File: config.mk
export PLATFORM = sky130hd
export DESIGN_NAME = holdover_history_accum
export DESIGN_NICKNAME = d
export VERILOG_FILES = /design/src/rtl/hh_pkg.sv /design/src/rtl/hh_lpf_stage.sv /design/src/rtl/hh_express_ctrl.sv /design/src/rtl/holdover_history_accum.sv
export SDC_FILE = /design/constraint.sdc
export NUM_CORES = 1
export LEC_CHECK = 0
export BUFFER_PORTS_ARGS = -buffer_cell sky130_fd_sc_hd__clkbuf_2
export CAP_MARGIN = 10
export CORE_MARGIN = 4
export CORE_UTILIZATION = 30
export CTS_BUF_LIST = sky130_fd_sc_hd__clkbuf_8
export DETAILED_ROUTE_END_ITERATION = 12
export PLACE_DENSITY = 0.5
export SLEW_MARGIN = 5
export SYNTH_ARGS = -nofsm -noshare
export SYNTH_HDL_FRONTEND = slang
export SYNTH_SLANG_ARGS = --single-unit
export TNS_END_PERCENT = 5
File: constraint.sdc
create_clock -name clk -period 16 [get_ports clk]
set_clock_uncertainty 0.15 [all_clocks]
set_input_delay 3.2 -clock clk [delete_from_list [all_inputs] [get_ports clk]]
set_output_delay 3.2 -clock clk [all_outputs]
set_load 0.1 [all_outputs]
File: src/rtl/hh_pkg.sv
package hh_pkg;

   typedef enum logic [1:0] {
      LT_EMPTY   = 2'd0,
      LT_EXPRESS = 2'd1,
      LT_STEADY  = 2'd2
   } lt_phase_t;

   localparam int unsigned LT_SEL_MAX = 5;
   localparam int unsigned EXP_DROP   = 4;

   function automatic logic [2:0] clamp_lt_sel(input logic [2:0] s);
      return (s > 3'(LT_SEL_MAX)) ? 3'(LT_SEL_MAX) : s;
   endfunction

endpackage

File: src/rtl/hh_lpf_stage.sv
module hh_lpf_stage #(
   parameter int unsigned ACC_W = 24,
   parameter int unsigned KW    = 5
) (
   input  logic                    clk,
   input  logic                    rst_n,
   input  logic                    clear,
   input  logic                    load,
   input  logic                    step,
   input  logic [KW-1:0]           k,
   input  logic signed [ACC_W-1:0] x,
   output logic signed [ACC_W-1:0] y
);

   logic signed [ACC_W:0] diff;
   logic signed [ACC_W:0] delta;
   logic signed [ACC_W:0] nxt;

   always_comb begin
      diff  = $signed({x[ACC_W-1], x}) - $signed({y[ACC_W-1], y});
      delta = diff >>> k;
      nxt   = $signed({y[ACC_W-1], y}) + delta;
   end

   always_ff @(posedge clk or negedge rst_n) begin
      if (!rst_n) begin
         y <= '0;
      end else if (clear) begin
         y <= '0;
      end else if (load) begin
         y <= x;
      end else if (step) begin
         y <= nxt[ACC_W-1:0];
      end
   end

endmodule

File: src/rtl/hh_express_ctrl.sv
module hh_express_ctrl
   import hh_pkg::*;
#(
   parameter int unsigned KW       = 5,
   parameter int unsigned BASE_K   = 10,
   parameter int unsigned EXP_SPAN = 64
) (
   input  logic          clk,
   input  logic          rst_n,
   input  logic          flush,
   input  logic          accept,
   input  logic [KW-1:0] prog_k,
   output logic          load,
   output logic          step,
   output logic [KW-1:0] k_eff,
   output logic          ready
);

   localparam int unsigned CW      = (EXP_SPAN > 1) ? $clog2(EXP_SPAN) : 1;
   localparam logic [KW-1:0] START_K = KW'(BASE_K - EXP_DROP);
   localparam logic [CW-1:0] LAST_CNT = CW'(EXP_SPAN - 1);

   lt_phase_t     phase;
   logic [KW-1:0] k_cur;
   logic [CW-1:0] cnt;
   logic          take;
   logic          span_done;
   logic          reach;

   assign take      = accept & ~flush;
   assign load      = take & (phase == LT_EMPTY);
   assign step      = take & (phase != LT_EMPTY);
   assign k_eff     = (phase == LT_STEADY) ? prog_k : k_cur;
   assign ready     = (phase == LT_STEADY);
   assign span_done = (cnt == LAST_CNT);
   assign reach     = ({1'b0, k_cur} + (KW+1)'(1)) >= {1'b0, prog_k};

   always_ff @(posedge clk or negedge rst_n) begin
      if (!rst_n) begin
         phase <= LT_EMPTY;
         k_cur <= START_K;
         cnt   <= '0;
      end else if (flush) begin
         phase <= LT_EMPTY;
         k_cur <= START_K;
         cnt   <= '0;
      end else if (take) begin
         unique case (phase)
            LT_EMPTY: begin
               phase <= LT_EXPRESS;
               k_cur <= START_K;
               cnt   <= '0;
            end
            LT_EXPRESS: begin
               if (span_done) begin
                  cnt <= '0;
                  if (reach) begin
                     phase <= LT_STEADY;
                  end else begin
                     k_cur <= k_cur + KW'(1);
                  end
               end else begin
                  cnt <= cnt + CW'(1);
               end
            end
            default: begin
               phase <= LT_STEADY;
            end
         endcase
      end
   end

endmodule

File: src/rtl/holdover_history_accum.sv
module holdover_history_accum
   import hh_pkg::*;
#(
   parameter int unsigned IN_W          = 16,
   parameter int unsigned FRAC_W        = 8,
   parameter int unsigned LT_BASE_SHIFT = 10,
   parameter int unsigned ST_BASE_SHIFT = 8,
   parameter int unsigned EXP_SPAN      = 64,
   parameter bit          ST_PRELOAD    = 1'b1
) (
   input  logic            clk,
   input  logic            rst_n,
   input  logic            smp_valid,
   input  logic [IN_W-1:0] smp_data,
   input  logic            ref_locked,
   input  logic [2:0]      lt_cut_sel,
   input  logic [1:0]      st_cut_sel,
   input  logic            lt_flush,
   output logic [IN_W-1:0] lt_hist,
   output logic [IN_W-1:0] st_hist,
   output logic            lt_ready
);

   localparam int unsigned ACC_W = IN_W + FRAC_W;
   localparam int unsigned KW    = $clog2(ACC_W);

   generate
      if (LT_BASE_SHIFT < EXP_DROP) begin : g_bad_lt_base
         $error("LT_BASE_SHIFT must be at least the express drop of 4");
      end
      if (LT_BASE_SHIFT + LT_SEL_MAX >= ACC_W) begin : g_bad_lt_range
         $error("long-term shift range exceeds accumulator width");
      end
      if (ST_BASE_SHIFT + 3 >= ACC_W) begin : g_bad_st_range
         $error("short-term shift range exceeds accumulator width");
      end
      if (EXP_SPAN < 1) begin : g_bad_span
         $error("EXP_SPAN must be at least 1");
      end
      if (IN_W < 2) begin : g_bad_width
         $error("IN_W must be at least 2");
      end
   endgenerate

   logic                    accept;
   logic signed [ACC_W-1:0] x_acc;
   logic [KW-1:0]           lt_prog_k;
   logic [KW-1:0]           lt_k;
   logic [KW-1:0]           st_k;
   logic                    lt_load;
   logic                    lt_step;
   logic                    st_load;
   logic                    st_step;
   logic signed [ACC_W-1:0] lt_acc;
   logic signed [ACC_W-1:0] st_acc;

   assign accept    = smp_valid & ref_locked;
   assign x_acc     = $signed({smp_data, {FRAC_W{1'b0}}});
   assign lt_prog_k = KW'(LT_BASE_SHIFT) + KW'(clamp_lt_sel(lt_cut_sel));
   assign st_k      = KW'(ST_BASE_SHIFT) + KW'(st_cut_sel);

   generate
      if (ST_PRELOAD) begin : g_st_preload
         logic st_seen;
         always_ff @(posedge clk or negedge rst_n) begin
            if (!rst_n) begin
               st_seen <= 1'b0;
            end else if (accept) begin
               st_seen <= 1'b1;
            end
         end
         assign st_load = accept & ~st_seen;
         assign st_step = accept & st_seen;
      end else begin : g_st_from_zero
         assign st_load = 1'b0;
         assign st_step = accept;
      end
   endgenerate

   hh_express_ctrl #(
      .KW       (KW),
      .BASE_K   (LT_BASE_SHIFT),
      .EXP_SPAN (EXP_SPAN)
   ) u_lt_ctrl (
      .clk    (clk),
      .rst_n  (rst_n),
      .flush  (lt_flush),
      .accept (accept),
      .prog_k (lt_prog_k),
      .load   (lt_load),
      .step   (lt_step),
      .k_eff  (lt_k),
      .ready  (lt_ready)
   );

   hh_lpf_stage #(
      .ACC_W (ACC_W),
      .KW    (KW)
   ) u_lt_filt (
      .clk   (clk),
      .rst_n (rst_n),
      .clear (lt_flush),
      .load  (lt_load),
      .step  (lt_step),
      .k     (lt_k),
      .x     (x_acc),
      .y     (lt_acc)
   );

   hh_lpf_stage #(
      .ACC_W (ACC_W),
      .KW    (KW)
   ) u_st_filt (
      .clk   (clk),
      .rst_n (rst_n),
      .clear (1'b0),
      .load  (st_load),
      .step  (st_step),
      .k     (st_k),
      .x     (x_acc),
      .y     (st_acc)
   );

   assign lt_hist = lt_acc[ACC_W-1:FRAC_W];
   assign st_hist = st_acc[ACC_W-1:FRAC_W];

endmodule

Word-level counts from Yosys, hierarchy flattened. Cells that the tools add are included. Widths: inputs -> output; s select.

Bits in registers: 62. Input bits: 26. Logic and storage cells: 63.

$add $sub $neg: 9. Magnitude comparators: 2. Eq/ne operators: 6. Shifts and indexed selects: 2. Mux-type cells: 21. Bitwise logic cells: 8. Reduce and logical (&&, ||, !) cells: 9.

Operators with widths (count): $mux 24 (5); $sshr 25x5->24 (2); $sub 24x24->25 (2); $add 24x24->24 (2); $mux 5 (5); $mux 6 (3); $pmux 6 s2 (1); $pmux 5 s2 (1); $mux 2 (4); $add 5x1->6 const B (1); $add 6x1->6 const B (1); $and 1x1->1 (6); $eq 6x6->1 const B (1); $ge 6x5->1 (1); $ne 3x2->1 const B (2); $reduce_bool 2->1 (3); $reduce_bool 3->1 (2); $add 4x2->5 const A (1); $add 4x3->5 const A (1); $add 5x1->5 const B (1); $pmux 2 s2 (1); $reduce_and 4->1 (1); $gt 3x3->1 const B (1); $mux 3 (1); 7 further kinds (8).

Depth between registers and ports, before layout.
Word-level depth: 9. Depth in mapped cells: 26.

Cells and area by module. From an unflattened synthesis, not the netlist that was laid out.

Cell total of the unflattened synthesis: 1558. Area, all modules: 11662.4 µm².

Modules (own cells, without submodules): hh_lpf_stage at u_st_filt (instances 1, cells each 753, area each 5531.6 µm²); hh_lpf_stage at u_lt_filt (instances 1, cells each 694, area each 5088.6 µm²); hh_express_ctrl (instances 1, cells each 101, area each 959.7 µm²); holdover_history_accum (instances 1, cells each 10, area each 82.6 µm²).

Worst setup path before layout. OpenSTA, ideal clock, no wires.

Path type: input -> register. Start point: in smp_data[1]. End point: reg u_lt_filt.y[21]. Library setup time: 99 ps. Arrival: 7950 ps. Data required time: 15751 ps. Path slack: 7801 ps. Stages on the path: 23. Buffers on the path: 1. Cells stage by stage: ha_1 -> clkbuf_1 -> and3_1 -> nand4_1 -> a41oi_2 -> o2111ai_1 -> a21oi_1 -> a41oi_2 -> a211oi_1 -> a21oi_1 -> mux2i_1 -> a311oi_1 -> ha_1 -> and3_1 -> a221oi_2 -> a211oi_1 -> o31ai_1 -> o21ai_1 -> a211o_1 -> a31oi_1 -> xnor2_1 -> o21ai_1 -> a311oi_1.

Word-level cells in the longest chain between the ends: 6.

RTL lines: start: declaration (RTL line holdover_history_accum.sv:14) `input logic [IN_W-1:0] smp_data,`; $sub 24x24->25 (RTL line hh_lpf_stage.sv:20) `diff = $signed({x[ACC_W-1], x}) - $signed({y[ACC_W-1], y});`; $sshr 25x5->24 (RTL line hh_lpf_stage.sv:21) `delta = diff >>> k;`; $add 24x24->24 (RTL line hh_lpf_stage.sv:22) `nxt = $signed({y[ACC_W-1], y}) + delta;`; $mux 24 (RTL line hh_lpf_stage.sv:32) `end else if (step) begin`; $mux 24 (RTL line hh_lpf_stage.sv:30) `end else if (load) begin`; $mux 24 (RTL line hh_lpf_stage.sv:28) `end else if (clear) begin`; end signal: assignment (RTL line hh_lpf_stage.sv:33) `y <= nxt[ACC_W-1:0];`; end: declaration (RTL line hh_lpf_stage.sv:12) `output logic signed [ACC_W-1:0] y`.

No other way between the ends. The select of a mux whose other input is x is not followed. A chain may end at the register's enable or synchronous reset.

Final worst setup path.
Start point: in smp_data[0]. End point: reg u_lt_filt.y[21].

Same word-level chain as after synthesis.

==> parameters.txt <==
Parameter                              Value

Setup path
  Element type at the critical path start    primary input
  Slowest cell delay on critical path    0.50 ns
  Crit path buffers/inverters    1
  Critical register-to-register path startpoint    u_lt_filt.y[1]
  Register-to-register path setup slack    9.27 ns
  CP max FO    8
  Cell-by-cell trace of the critical path    clkbuf_2, ha_1, and3_1, nand4_1, a41oi_2, o2111ai_1, a21oi_1, a41oi_2, a211oi_1, a21oi_1, mux2i_1, a311oi_1, ha_1, and3_1, a221oi_2, a211oi_1, o31ai_1, o21ai_1, a211o_1, a31oi_1, xnor2_1, o21ai_1, a311oi_1
  Logic depth of the worst register-to-register path    22
  Sort of element at the end of the critical path    register
  Worst reg2reg path endpoint    u_lt_filt.y[21]
  Critical path's slowest cell    o31ai_1
  Worst path arrival time    9.14 ns
  Data required time at the worst endpoint    16.13 ns
  Worst Setup Path Type    primary input to register
  Top cell family by delay on the critical path    compound AO/OA/AOI/OAI gates

Detailed routing
  Post-detailed-route wirelength per cell    18.94 um
  Violation count after the first detailed-route iteration    742
  Number of antenna-violating nets in the routed design    0
  Total number of vias    9,296
  Final routed wirelength across all metal layers    30,810 um
  Routed via count divided by cell count    5.714
  Pre-antenna DRT Iters    5
  Number of remaining DRC errors    0

Clock tree
  Number of buffers created by CTS    9
  Latest clock arrival within the worst-skew pair    0.38 ns
  CTS H-tree lvls    3
  Clock slew at reported path FFs    0.08 ns
  Quantity of gates resized following cts    0
  Max Buffers Root-to-Sink    2
  Clock Root Buffer    clkbuf_8
  Post CTS Setup Buffer Count    0
  Clock tree from TritonCTS    done
  Total of hold buffers inserted after clock tree synthesis    0
  Number of sinks driven by the clock tree    62

GRT
  Grt ovf    0
  Vias in the first global route    8,785
  All-layer global routing usage    17.93%
  Initial antenna violation count    1
  Wire length of the first global-routing pass    48,560 um
  Pin count of the biggest net entering global routing    47

Min path
  Hold-critical path endpoint    u_lt_ctrl.cnt[5]
  Hold path cells    1
  Min-Delay Startpoint    u_lt_ctrl.cnt[5]
  Class of the worst hold path    register to register

Logic synthesis
  Syn_nets    1,359
  Synth Cell Area    9334 um^2
  Count of yosys warnings during synthesis    0
  Number of instances in the synthesized netlist    1,242
  Register bit total from synthesis    62
  Share of flip-flops with an asynchronous set or reset after synthesis    100.0%
  Register area share after synthesis    16.65%
  Yosys top cell area share    16.09%
  Number of enable flip-flop cells after synthesis    0
  Cell type with the largest total area after synthesis    dfrtp_1
  Average size of a mapped cell    7.515 um^2
  Biggest area contributors in the synthesized netlist    dfrtp_1 16%, ha_1 12%, nand2_1 5.2%
  Number of distinct library cell variants in the gate-level netlist after synthesis    95
  Most used flip-flop cell after synthesis    dfrtp_1

Die
  FP Rows    64
  Height of the chip    184.4 um
  Overall die width    184.4 um
  Ports placed on the boundary    59
  Starting density of the core    30.43%
  Die area    34,000 um^2
  CORE AREA    30,670 um^2

Power and ir drop
  Register share of total power    13.1%
  Internal Power    823.0 uW
  P per Cell Area    191.3 nW/um^2
  Logic gate share of total power    78.9%
  Leakage Power    4.426 nW
  Portion of total power attributed to the clock network    8.0%
  Total power after layout    1.894 mW
  Net Sw Power    1.071 mW
  Worst vdd ir    0.0001918 V
  Net Sw Frac    56.54%

Finish
  Post-Layout Inst Area    9899 um^2
  Most common cell after layout, fill and taps aside    nand2_1
  Fin nets    1,342
  Share of final-layout standard cells stronger than drive strength 1    10.98%
  Relative area change from synthesis to final layout    6.059%
  Commonest cells after routing, fill and taps aside    128 x nand2_1, 106 x nor2_1, 89 x ha_1
  Fill count    3,268

Place
  Placement-stage cell area    9707 um^2
  Half-perimeter wire length after detailed placement    24,070 um
  Final GP Congestion    0.9053
  Port buffer count    58

STA
  Sum of negative setup slack    0 ns
  Slew of the pin with the lowest slew margin    0.9550 ns
  Timing-limited maximum frequency    110.9 MHz
  Unrepaired setup endpoints after global routing    false
  Normalized max-slew margin    36.33%
  Ratio of final minimum period to clock period    56.35%
  Final worst path period need    9.016 ns
  Number of max-slew violations in the final report    0
  Final setup fails    0
  Number of hold violations in the final report    0

Status
  Result of the run    completed

Job
  Count of max-cap constraint violations    0
worst max-delay path by stage:
stage	slack [ns]	end	cells past startpoint	from
final	6.98	u_lt_filt.y[21]	23	smp_data[0]
after global routing	6.65	u_lt_filt.y[21]	23	smp_data[0]
after CTS	7.06	u_lt_filt.y[21]	23	smp_data[0]
after detailed placement	6.69	u_lt_filt.y[21]	23	smp_data[0]
after global placement	6.85	u_lt_filt.y[21]	23	smp_data[0]
after floorplan	7.80	u_lt_filt.y[21]	23	smp_data[1]
final cells by class:
cell class              count  area (um^2)  area share, %
inverters                  61        229.0          2.313
multi-input cells        1022         7053          71.25
clock inverters             7        66.31         0.6699
well taps                 396        495.5          5.005
flip-flops and latches     62         1554          15.70
clock buffers               9        123.9          1.251
repair buffers             69        375.4          3.792
diodes                      1        2.502        0.02528
sequential cells by signal, summed over array words and instances, names as in the netlist:
signal / count
u_st_filt.y: 24
u_lt_filt.y: 24
u_lt_ctrl.k_cur: 5
g_st_preload.st_seen: 1
u_lt_ctrl.cnt: 6
u_lt_ctrl.phase: 2
worst reg2reg max path: cells and delay by family, from the launching register on:
kind / cells / cell delay (ns)
AO/OA/AOI/OAI: 14 / 4.05
XOR/XNOR: 1 / 0.13
adder cells (fa/ha/maj): 2 / 0.67
buffers and inverters: 1 / 0.12
flip-flops: 1 / 0.45
multiplexers: 1 / 0.16
AND/OR/NAND/NOR: 3 / 0.90
synthesized netlist by cell type (5+ instances only):
master / count
ha_1: 89
mux2i_1: 29
o21ai_0: 89
buf_2: 9
mux2_2: 9
o221ai_1: 5
o21bai_1: 7
dfrtp_1: 60
o21ai_1: 5
a22oi_1: 14
nor2_1: 107
o22ai_1: 7
a21o_1: 40
or3_1: 8
a31oi_1: 25
a211o_1: 6
or4_1: 5
xnor2_1: 35
buf_4: 32
o31ai_1: 13
nand2_1: 129
nand3_1: 31
a21oi_1: 83
nor3_1: 25
o211ai_1: 18
o21a_1: 14
nand2b_1: 12
and3_1: 17
and2_1: 12
xor2_1: 27
clkbuf_1: 54
nor2b_1: 9
o31a_1: 5
inv_1: 60
a211oi_1: 31
a221oi_1: 10
nand4_1: 10
cell families after synthesis:
logic type	share of synthesized area, %
AOI/OAI and AO/OA	32.00
xor gates and xnor gates	6.166
adders and majority gates	12.36
buffers and inverters	7.842
DFF	16.65
muxes	4.638
other	0.08046
and+or+nand+nor	20.27
power groups by stage:
stage          Clock [mW]  Sequential, mW  Combinational [mW]
2_1_floorplan           0           0.224                1.23
5_1_grt             0.164           0.254                1.65
6_report            0.151           0.248                1.49
4_1_cts             0.156           0.248                1.49
3_5_place_dp            0           0.251                1.48
3_3_place_gp            0           0.251                1.48
layer usage:
metal  vias up  global-route usage, %  share of wire, %
li1       4535                      -                 -
met5         -                      0                 0
met4         0                  6.714               2.9
met2       300                  29.00                46
met1      4420                  24.22                46
met3        41                  2.684               5.0
stage by stage:
| step | setup slack [ns] | util, % | hold WS (ns) | instances |
|---|---|---|---|---|
| CTS | 7.057 | 32.27 | 0.3447 | 1626 |
| global route | 6.649 | 32.28 | 0.3844 | 1627 |
| finish | 6.984 | 32.28 | 0.3396 | 1627 |
| detailed placement | 6.693 | 31.65 | 0.3275 | 1610 |
| global placement | 6.853 | 31.65 | 0.3252 | 1610 |
| floorplan | 7.801 | - | 0.2950 | 1242 |
Power figures use the tool's default switching activity.
